<file path="config.mk">
export PLATFORM = sky130hd
export DESIGN_NAME = shadow_trap_gen
export DESIGN_NICKNAME = d
export VERILOG_FILES = /design/src/rtl/stg_pkg.sv /design/src/rtl/stg_delay_line.sv /design/src/rtl/stg_pair_check.sv /design/src/rtl/stg_trap_ctrl.sv /design/src/rtl/shadow_trap_gen.sv
export SDC_FILE = /design/constraint.sdc
export NUM_CORES = 1
export LEC_CHECK = 0
export ABC_AREA = 1
export BUFFER_PORTS_ARGS = -buffer_cell sky130_fd_sc_hd__clkbuf_2
export CAP_MARGIN = 20
export CORE_MARGIN = 3
export CORE_UTILIZATION = 30
export CTS_BUF_LIST = sky130_fd_sc_hd__clkbuf_2 sky130_fd_sc_hd__clkbuf_4 sky130_fd_sc_hd__clkbuf_8
export CTS_CLUSTER_SIZE = 28
export DETAILED_ROUTE_END_ITERATION = 12
export GPL_ROUTABILITY_DRIVEN = 1
export PLACE_DENSITY = 0.54
export SLEW_MARGIN = 20
export SYNTH_ARGS = -nofsm -noshare
export SYNTH_HDL_FRONTEND = slang
export SYNTH_SLANG_ARGS = --single-unit
export TNS_END_PERCENT = 50
</file>
<file path="constraint.sdc">
create_clock -name clk_i -period 2.95 [get_ports clk_i]
set_input_delay 0.295 -clock clk_i [delete_from_list [all_inputs] [get_ports clk_i]]
set_output_delay 0.295 -clock clk_i [all_outputs]
set_load 0.02 [all_outputs]
</file>
<file path="src/rtl/stg_pkg.sv">
package stg_pkg;
  localparam int unsigned CFG_W     = 4;
  localparam int unsigned MAX_PAIRS = 16;
  typedef logic [MAX_PAIRS*CFG_W-1:0] cfg_vec_t;

  function automatic int cfg_at(cfg_vec_t v, int i);
    logic [CFG_W-1:0] f;
    f = v[i*CFG_W +: CFG_W];
    return int'(f);
  endfunction

  // lowest pair mapped to sink s, -1 when none
  function automatic int first_driver(cfg_vec_t map, int n, int s);
    int r;
    r = -1;
    for (int i = 0; i < n; i++)
      if (r < 0 && cfg_at(map, i) == s) r = i;
    return r;
  endfunction
endpackage

</file>
<file path="src/rtl/stg_delay_line.sv">
module stg_delay_line #(
  parameter int unsigned DATA_W = 8,
  parameter int unsigned DEPTH  = 1
) (
  input  logic              clk_i,
  input  logic              rst_ni,
  input  logic [DATA_W-1:0] d_i,
  output logic [DATA_W-1:0] q_o,
  output logic              valid_o
);
  localparam int unsigned CNT_W = $clog2(DEPTH + 1);

  logic [DATA_W-1:0] stage_q [DEPTH];
  logic [CNT_W-1:0]  fill_q;

  always_ff @(posedge clk_i or negedge rst_ni) begin
    if (!rst_ni) begin
      for (int i = 0; i < int'(DEPTH); i++) stage_q[i] <= '0;
    end else begin
      stage_q[0] <= d_i;
      for (int i = 1; i < int'(DEPTH); i++) stage_q[i] <= stage_q[i-1];
    end
  end

  // saturating fill count masks compares until the line holds real data
  always_ff @(posedge clk_i or negedge rst_ni) begin
    if (!rst_ni)                        fill_q <= '0;
    else if (fill_q != CNT_W'(DEPTH))   fill_q <= fill_q + 1'b1;
  end

  assign q_o     = stage_q[DEPTH-1];
  assign valid_o = (fill_q == CNT_W'(DEPTH));
endmodule

</file>
<file path="src/rtl/stg_pair_check.sv">
module stg_pair_check #(
  parameter int unsigned DATA_W = 8
) (
  input  logic [DATA_W-1:0] dly_i,
  input  logic [DATA_W-1:0] bak_i,
  input  logic              valid_i,
  output logic              mism_o
);
  assign mism_o = valid_i && (dly_i != bak_i);
endmodule

</file>
<file path="src/rtl/stg_trap_ctrl.sv">
module stg_trap_ctrl #(
  parameter int unsigned NUM_PAIRS = 4
) (
  input  logic                 clk_i,
  input  logic                 rst_ni,
  input  logic [NUM_PAIRS-1:0] mism_i,
  input  logic                 irq_en_i,
  input  logic                 trap_ack_i,
  input  logic [NUM_PAIRS-1:0] hit_clr_i,
  output logic                 any_o,
  output logic                 trap_req_o,
  output logic                 flush_o,
  output logic [NUM_PAIRS-1:0] hit_o
);
  logic                 pend_q;
  logic [NUM_PAIRS-1:0] hit_q;

  assign any_o = |mism_i;

  // ack wins over a same-cycle event: one trap per event
  always_ff @(posedge clk_i or negedge rst_ni) begin
    if (!rst_ni)         pend_q <= 1'b0;
    else if (trap_ack_i) pend_q <= 1'b0;
    else if (any_o)      pend_q <= 1'b1;
  end

  // set wins over clear so no event is lost
  always_ff @(posedge clk_i or negedge rst_ni) begin
    if (!rst_ni) hit_q <= '0;
    else         hit_q <= (hit_q & ~hit_clr_i) | mism_i;
  end

  assign trap_req_o = irq_en_i & (pend_q | any_o);
  assign flush_o    = trap_req_o;
  assign hit_o      = hit_q;
endmodule

</file>
<file path="src/rtl/shadow_trap_gen.sv">
module shadow_trap_gen
  import stg_pkg::*;
#(
  parameter int unsigned NUM_PAIRS = 4,
  parameter int unsigned NUM_SINKS = 3,
  parameter int unsigned DATA_W    = 8,
  parameter cfg_vec_t    PAIR_DLY  = cfg_vec_t'(64'h1210),
  parameter cfg_vec_t    PAIR_SINK = cfg_vec_t'(64'h2110)
) (
  input  logic                        clk_i,
  input  logic                        rst_ni,
  input  logic [NUM_PAIRS*DATA_W-1:0] src_i,
  input  logic [NUM_PAIRS*DATA_W-1:0] bak_i,
  input  logic                        irq_en_i,
  input  logic                        trap_ack_i,
  input  logic [NUM_PAIRS-1:0]        hit_clr_i,
  output logic [NUM_SINKS*DATA_W-1:0] sink_o,
  output logic                        trap_req_o,
  output logic                        flush_o,
  output logic [NUM_PAIRS-1:0]        hit_o
);
  logic [DATA_W-1:0]    dly [NUM_PAIRS];
  logic [NUM_PAIRS-1:0] vld;
  logic [NUM_PAIRS-1:0] mism;
  logic                 mism_any;

  for (genvar p = 0; p < int'(NUM_PAIRS); p++) begin : g_pair
    localparam int unsigned D = unsigned'(cfg_at(PAIR_DLY, p));
    if (D == 0) begin : g_pass
      assign dly[p] = src_i[p*DATA_W +: DATA_W];
      assign vld[p] = 1'b1;
    end else begin : g_dly
      stg_delay_line #(.DATA_W(DATA_W), .DEPTH(D)) u_dly (
        .clk_i   (clk_i),
        .rst_ni  (rst_ni),
        .d_i     (src_i[p*DATA_W +: DATA_W]),
        .q_o     (dly[p]),
        .valid_o (vld[p])
      );
    end
    stg_pair_check #(.DATA_W(DATA_W)) u_chk (
      .dly_i   (dly[p]),
      .bak_i   (bak_i[p*DATA_W +: DATA_W]),
      .valid_i (vld[p]),
      .mism_o  (mism[p])
    );
  end

  for (genvar s = 0; s < int'(NUM_SINKS); s++) begin : g_sink
    localparam int DRV = first_driver(PAIR_SINK, int'(NUM_PAIRS), s);
    if (DRV < 0) begin : g_none
      assign sink_o[s*DATA_W +: DATA_W] = '0;
    end else begin : g_drv
      assign sink_o[s*DATA_W +: DATA_W] = dly[DRV];
    end
  end

  stg_trap_ctrl #(.NUM_PAIRS(NUM_PAIRS)) u_ctrl (
    .clk_i      (clk_i),
    .rst_ni     (rst_ni),
    .mism_i     (mism),
    .irq_en_i   (irq_en_i),
    .trap_ack_i (trap_ack_i),
    .hit_clr_i  (hit_clr_i),
    .any_o      (mism_any),
    .trap_req_o (trap_req_o),
    .flush_o    (flush_o),
    .hit_o      (hit_o)
  );
endmodule

</file>
==> results_dict.tcl, run 1 <==
set metrics [dict create \
    fin_nets 353 \
    drt-pass1-iter-count 3 \
    initial_core_util 0.3197 \
    post_cts.repair.setup_buffers 0 \
    postCtsResizedCells 0 \
    grtUsageTotal 0.09708 \
    clk_pin_slew_worst_paths_ns 0.08 \
    cp_data_arrival_time_ns 1.56 \
    share_of_the_clock_period_used_by_the_worst_path 0.6299 \
    grt_start_max_net_pins 41 \
    powerDensity_nw_per_um2 509.0 \
    route.detailed.vias_per_inst 3.929 \
    layout.cells.most_common_list "clkbuf_2 (100), nand2_1 (62), dfrtp_1 (40)" \
    worst_pin_slew_ns 0.8592 \
    total_leakage_power_uw 0.001332 \
    fin_hold_ws_ns 0.1101 \
    timing.hold.worst.class "input port to async pin" \
    timing.final.setup_violations 0 \
    max_clock_freq_mhz 538.1 \
    core-area_um2 5675 \
    chipWidth_um 83.77 \
    synth.top_cell.area_share 0.5517 \
    synth_compound_gate_area_share 0.01517 \
    number_of_drc_violations_after_detailed_routing 0 \
    grt_pass1_vias 1305 \
    dp.final_hpwl_mm 2.717 \
    path_max_fanout 2 \
    area_delta_synth_final_pct 28.62 \
    top_level_ports 102 \
    commonest_non_fill_non_tap_cell_in_the_layout "clkbuf_2" \
    overall_power_consumption_uw 1188 \
    dominant_combinational_cell_family_by_area_after_synthesis "buffers and inverters" \
    fraction_of_layout_instances_using_a_drive_strength_above_1 0.3986 \
    globalplace.congestion 0.7159 \
    die_h_um 83.77 \
    drt-initial-drc-count 17 \
    rsz_0062_raised_after_global_routing "false" \
    synth_xor_xnor_area_share 0.1014 \
    clock_tree.buffer_depth 2 \
    post_synth_main_area_contributors "dfrtp_1 (55%), nand2_1 (13%), buf_4 (10%)" \
    maxSlewViolCount 0 \
    grt_pass1_wl_mm 5.533 \
    clock-skew-final_ns 0.004016 \
    yosys.area_share.simple 0.1572 \
    number_of_warnings_issued_by_yosys 0 \
    critical_path_class "flip-flop to output port" \
    global_route.overflow_total 0 \
    final_core_utilization 0.4112 \
    n_fill_cell 604 \
    dieArea_um2 7017 \
    routed_wl_mm 3.265 \
    buffer_ports.inserted 101 \
    number_of_register_bits_inferred_by_synthesis 40 \
    post_synth_num_cell_types 12 \
    hold_buffers 0 \
    antenna_cells 0 \
    setup-tns-final_ns 0 \
    syn_area_per_cell_um2 9.209 \
    detail-route-antenna-nets 0 \
    cts_root_buf "clkbuf_8" \
    cp_data_required_time_ns 2.65 \
    cts_tree "built" \
    synth_area_um2 1814 \
    grt_antenna_before_repair 0 \
    critPathLaunchType "flip-flop" \
    synthCells 197 \
    rows 27 \
    synthesis.nets 270 \
    synth_fa_ha_area_frac 0.006897 \
    later_pin_clock_latency_in_the_skew_report_ns 0.28 \
    level_count_of_the_clock_h_tree 2 \
    time_the_final_worst_path_needs_with_i_o_delays_and_setup_ns 1.858 \
    routedWlPerCell_um 9.249 \
    drv_cap 0 \
    number_of_endpoints_with_negative_hold_slack_in_the_final_report 0 \
    synth_area_leader_cell "dfrtp_1" \
    clock_sink_count 40 \
    synth.mux.area_fraction 0 \
    run_status "completed" \
    vias 1387 \
    synth.yosys.seq_area_share 0.5517 \
    vdd_drop_max_v 0.0002496 \
    endpoint_kind "output port" \
    tritoncts.num_buffers 5 \
    slew_headroom 0.4272 \
]
power breakdown:
| group | total [µW] | switching (µW) | internal (µW) |
|---|---|---|---|
| Sequential | 587 | 13.0 | 574 |
| Combinational | 167 | 88.4 | 78.4 |
| Clock | 434 | 184 | 250 |
| Total | 1190 | 286 | 902 |
state kept, by name (all words and copies together) (netlist names):
register	count
g_pair.g_dly.u_dly.stage_q	8
u_ctrl.hit_o	4
u_ctrl.pend_q	1
g_pair.g_dly.u_dly.valid_o	1
g_pair.g_dly.u_dly.q_o	24
g_pair.g_dly.u_dly.fill_q	2
synth_stat cells:
library cell / number
nand2_1: 62
dfrtp_1: 40
inv_1: 30
buf_4: 25
xnor2_1: 21
nor2_1: 9
nor2_2: 3
o21ai_1: 3
conb_1: 1
ha_1: 1
o211ai_1: 1
o21ai_0: 1
final timing paths:
kind	start	end	slack, ns	depth (start not counted)
max	g_pair[1].g_dly.u_dly.q_o[2]$_DFF_PN0_	flush_o	1.09	9
min	rst_ni	g_pair[2].g_dly.u_dly.stage_q[12]$_DFF_PN0_	0.11	1
max reg2reg	g_pair[1].g_dly.u_dly.q_o[2]$_DFF_PN0_	u_ctrl.pend_q$_DFFE_PN0P_	1.72	8
min reg2reg	g_pair[2].g_dly.u_dly.stage_q[8]$_DFF_PN0_	g_pair[2].g_dly.u_dly.q_o[0]$_DFF_PN0_	0.35	0
max in group asynchronous	rst_ni	g_pair[3].g_dly.u_dly.q_o[1]$_DFF_PN0_	2.29	1
min in group clk_i	src_i[17]	g_pair[2].g_dly.u_dly.stage_q[9]$_DFF_PN0_	0.11	1
metrics by stage:
step / setup slack, ns / instances / instance area (µm²)
floorplan: 1.326 / 197 / 1814
global placement: 1.359 / 345 / 2222
detailed placement: 1.337 / 345 / 2222
CTS: 1.040 / 353 / 2333
global route: 0.9009 / 353 / 2333
finish: 1.092 / 353 / 2333
area by class of cell:
cell class	count	area (µm²)	area share
inverter	30	112.6	0.04826
clock inverter	3	42.54	0.01823
timing repair buffer	101	505.5	0.2166
clock buffer	5	68.82	0.02949
multi-input combinational	102	513.0	0.2198
sequential	40	1001	0.4290
tap	72	90.09	0.03861
worst max-delay path, stage by stage (launching register included):
cell      delay [ns]
dfrtp_1         0.40
xnor2_1         0.13
nand2_1         0.09
nor2_1          0.12
nand2_1         0.07
nand2_1         0.07
nand2_1         0.07
nor2_2          0.11
nor2_1          0.06
clkbuf_2        0.15
kinds of logic (layout without fill, tap and decap cells):
family                   Yosys count  in the layout
AO/OA/AOI/OAI                      5              5
AND/OR/NAND/NOR                   74             74
other                              1              1
buffers and inverters             55            139
adder cells (fa/ha/maj)            1              1
flip-flops                        40             40
XOR/XNOR                          21             21
metal layers:
metal  global-route usage  wire [µm]
met5                    0          0
met4              0.03070         14
met3              0.04344        370
met2               0.1591       1609
met1               0.1137       1270
No activity file was read; power rests on OpenSTA's default activity.
==> run 2, diff against run 1 <==
--- a/config.mk
+++ b/config.mk
@@ -14,7 +14,7 @@
 export CTS_CLUSTER_SIZE = 28
 export DETAILED_ROUTE_END_ITERATION = 12
 export GPL_ROUTABILITY_DRIVEN = 1
-export PLACE_DENSITY = 0.54
+export PLACE_DENSITY = 0.56
 export SLEW_MARGIN = 20
 export SYNTH_ARGS = -nofsm -noshare
 export SYNTH_HDL_FRONTEND = slang
==> constraint.sdc (replaced) <==
create_clock -name clk_i -period 1.6 [get_ports clk_i]
set_input_delay 0.16 -clock clk_i [delete_from_list [all_inputs] [get_ports clk_i]]
set_output_delay 0.16 -clock clk_i [all_outputs]
set_load 0.02 [all_outputs]
==> run 2 against run 1 <==
- the run now ends with negative setup slack left
- routed wire length increased by 10%
- global-route usage increased by 1.0 points
- clock power grew 84%
- core utilization increased by 5.6 points
- non-clock buffer count rose by 29
- total power increased by 90%
- setup slack got worse by 1.2 ns
- via count increased by 5.1%
- register-to-register slack got worse by 1.4 ns
- worst hold slack worse by 0.073 ns
- critical path type unchanged
- critical endpoint unchanged
==> results_dict.tcl, run 2 (synthesized netlist as in run 1, its figures left out) <==
set metrics [dict create \
    run_status "complete, but fails checks" \
    failing_checks "negative setup slack" \
    power_switching_uw 518.7 \
    drt-initial-drc-count 5 \
    critical_path_class "flip-flop to output port" \
    clock_power_share 0.354 \
    largest_register_ffs 24 \
    clock_tree.buffer_depth 2 \
    rsz_0062_raised_after_global_routing "true" \
    top_level_ports 102 \
    share_of_the_clock_period_used_by_the_worst_path 1.054 \
    global_route.overflow_total 0 \
    clock_sink_count 40 \
    grt_antenna_before_repair 0 \
    grt_pass1_wl_mm 6.141 \
    cp_data_required_time_ns 1.44 \
    drv_cap 0 \
    area_delta_synth_final_pct 46.28 \
    cts_root_buf "clkbuf_8" \
    cts_tree "built" \
    antenna_cells 0 \
    later_pin_clock_latency_in_the_skew_report_ns 0.28 \
    globalplace.congestion 0.7103 \
    multi_input_area_um2 528.0 \
    overall_power_consumption_uw 2253 \
    tritoncts.num_buffers 5 \
    p_sw_frac 0.2302 \
    area.sequential_um2 1001 \
    grt_start_max_net_pins 25 \
    hp-start "trap_ack_i" \
    r2r-start "g_pair[1].g_dly.u_dly.q_o[1]$_DFF_PN0_" \
    vdd_drop_max_v 0.0005788 \
    timing.final.setup_violations 2 \
    layout.cells.most_common_list "clkbuf_2 (99), nand2_1 (59), dfrtp_1 (40)" \
    time_the_final_worst_path_needs_with_i_o_delays_and_setup_ns 1.686 \
    fin_nets 382 \
    path_max_fanout 2 \
    final_core_utilization 0.4676 \
    number_of_endpoints_with_negative_hold_slack_in_the_final_report 0 \
    level_count_of_the_clock_h_tree 2 \
    power.sequential.fraction 0.480 \
    post-place-ws_ns 0.1525 \
    critPathLaunchType "flip-flop" \
    vias 1458 \
    grt_pass1_vias 1456 \
    grtUsageTotal 0.1075 \
    core-area_um2 5675 \
    endpoint_kind "output port" \
    dieArea_um2 7017 \
    chipWidth_um 83.77 \
    drt-pass1-iter-count 2 \
    clk_pin_slew_worst_paths_ns 0.08 \
    dp.final_hpwl_mm 2.848 \
    cell_internal_pwr_uw 1735 \
    maxSlewViolCount 0 \
    cp_data_arrival_time_ns 1.53 \
    die_h_um 83.77 \
    pwr-share-comb 0.166 \
    setup-tns-final_ns -0.1711 \
    fin_hold_ws_ns 0.03686 \
    number_of_drc_violations_after_detailed_routing 0 \
    n_fill_cell 574 \
    timing.hold.worst.class "input port to flip-flop" \
    buffer_ports.inserted 101 \
    clock-skew-final_ns 0.006937 \
    worst_path_setup_slack_after_routing_ns -0.08565 \
    fraction_of_layout_instances_using_a_drive_strength_above_1 0.3871 \
    routed_wl_mm 3.594 \
    routedWlPerCell_um 9.408 \
    rows 27 \
    max_clock_freq_mhz 593.2 \
    total_leakage_power_uw 0.001469 \
    start_point_of_the_critical_path "g_pair[1].g_dly.u_dly.q_o[1]$_DFF_PN0_" \
    powerDensity_nw_per_um2 849.1 \
    route.detailed.vias_per_inst 3.817 \
    initial_core_util 0.3197 \
    detail-route-antenna-nets 0 \
    commonest_non_fill_non_tap_cell_in_the_layout "clkbuf_2" \
]
## run 2: final timing paths
check | end | slack (ns) | depth (start not counted)
worst max-delay path | flush_o | -0.09 | 9
min in group asynchronous | g_pair[3].g_dly.u_dly.q_o[7]$_DFF_PN0_ | 0.36 | 2
worst max register to register | u_ctrl.pend_q$_DFFE_PN0P_ | 0.36 | 8
max in group asynchronous | g_pair[2].g_dly.u_dly.stage_q[13]$_DFF_PN0_ | 0.77 | 3
worst min-delay path | u_ctrl.pend_q$_DFFE_PN0P_ | 0.04 | 2
worst min register to register | g_pair[2].g_dly.u_dly.q_o[7]$_DFF_PN0_ | 0.35 | 0
## run 2: cell type report
class,count,area share
sequential,40,0.3772
timing repair buffer,130,0.3055
multi-input combinational,102,0.1990
inverter,30,0.04243
tap,72,0.03395
clock buffer,6,0.02876
clock inverter,2,0.01320
## run 2: routing by layer
metal / vias to the layer above / track usage / routed length (µm)
met2: 60 / 0.1981 / 1871
met5: - / 0 / 0
li1: 770 / - / -
met1: 626 / 0.1131 / 1379
met3: 2 / 0.04047 / 326
met4: 0 / 0.03070 / 17
## run 2: power by group through the flow
| stage | clock, µW | sequential (µW) | combinational (µW) |
|---|---|---|---|
| after floorplan | 0 | 1100 | 193 |
| after global placement | 0 | 1100 | 317 |
| after global routing | 887 | 1090 | 417 |
| after detailed placement | 0 | 1100 | 321 |
| after CTS | 844 | 1080 | 373 |
| final | 798 | 1080 | 373 |
## run 2: stage by stage
step                      cell area, µm²  instances
after global routing                2654        382
final                               2654        382
after CTS                           2621        380
after global placement              2242        346
after floorplan                     1814        197
after detailed placement            2242        346
## run 2: worst max-delay path, stage by stage, from the launching register on
cell and delay, ns:
dfrtp_1 0.40, xnor2_1 0.14, nand2_1 0.07, nor2_1 0.12, nand2_1 0.08, nand2_2 0.08, nand2_2 0.06, nor2_4 0.11
nor2_2 0.05, buf_6 0.12
## run 2: timing repair
action                                  4_1_cts  5_1_grt
endpoints found under the setup margin        2        2
gates cloned                                  0        0
hold buffers                                 25        0
hold endpoints to repair                     40        0
pin swaps                                     1        6
setup buffers                                 1        2
resized for setup                             4        7
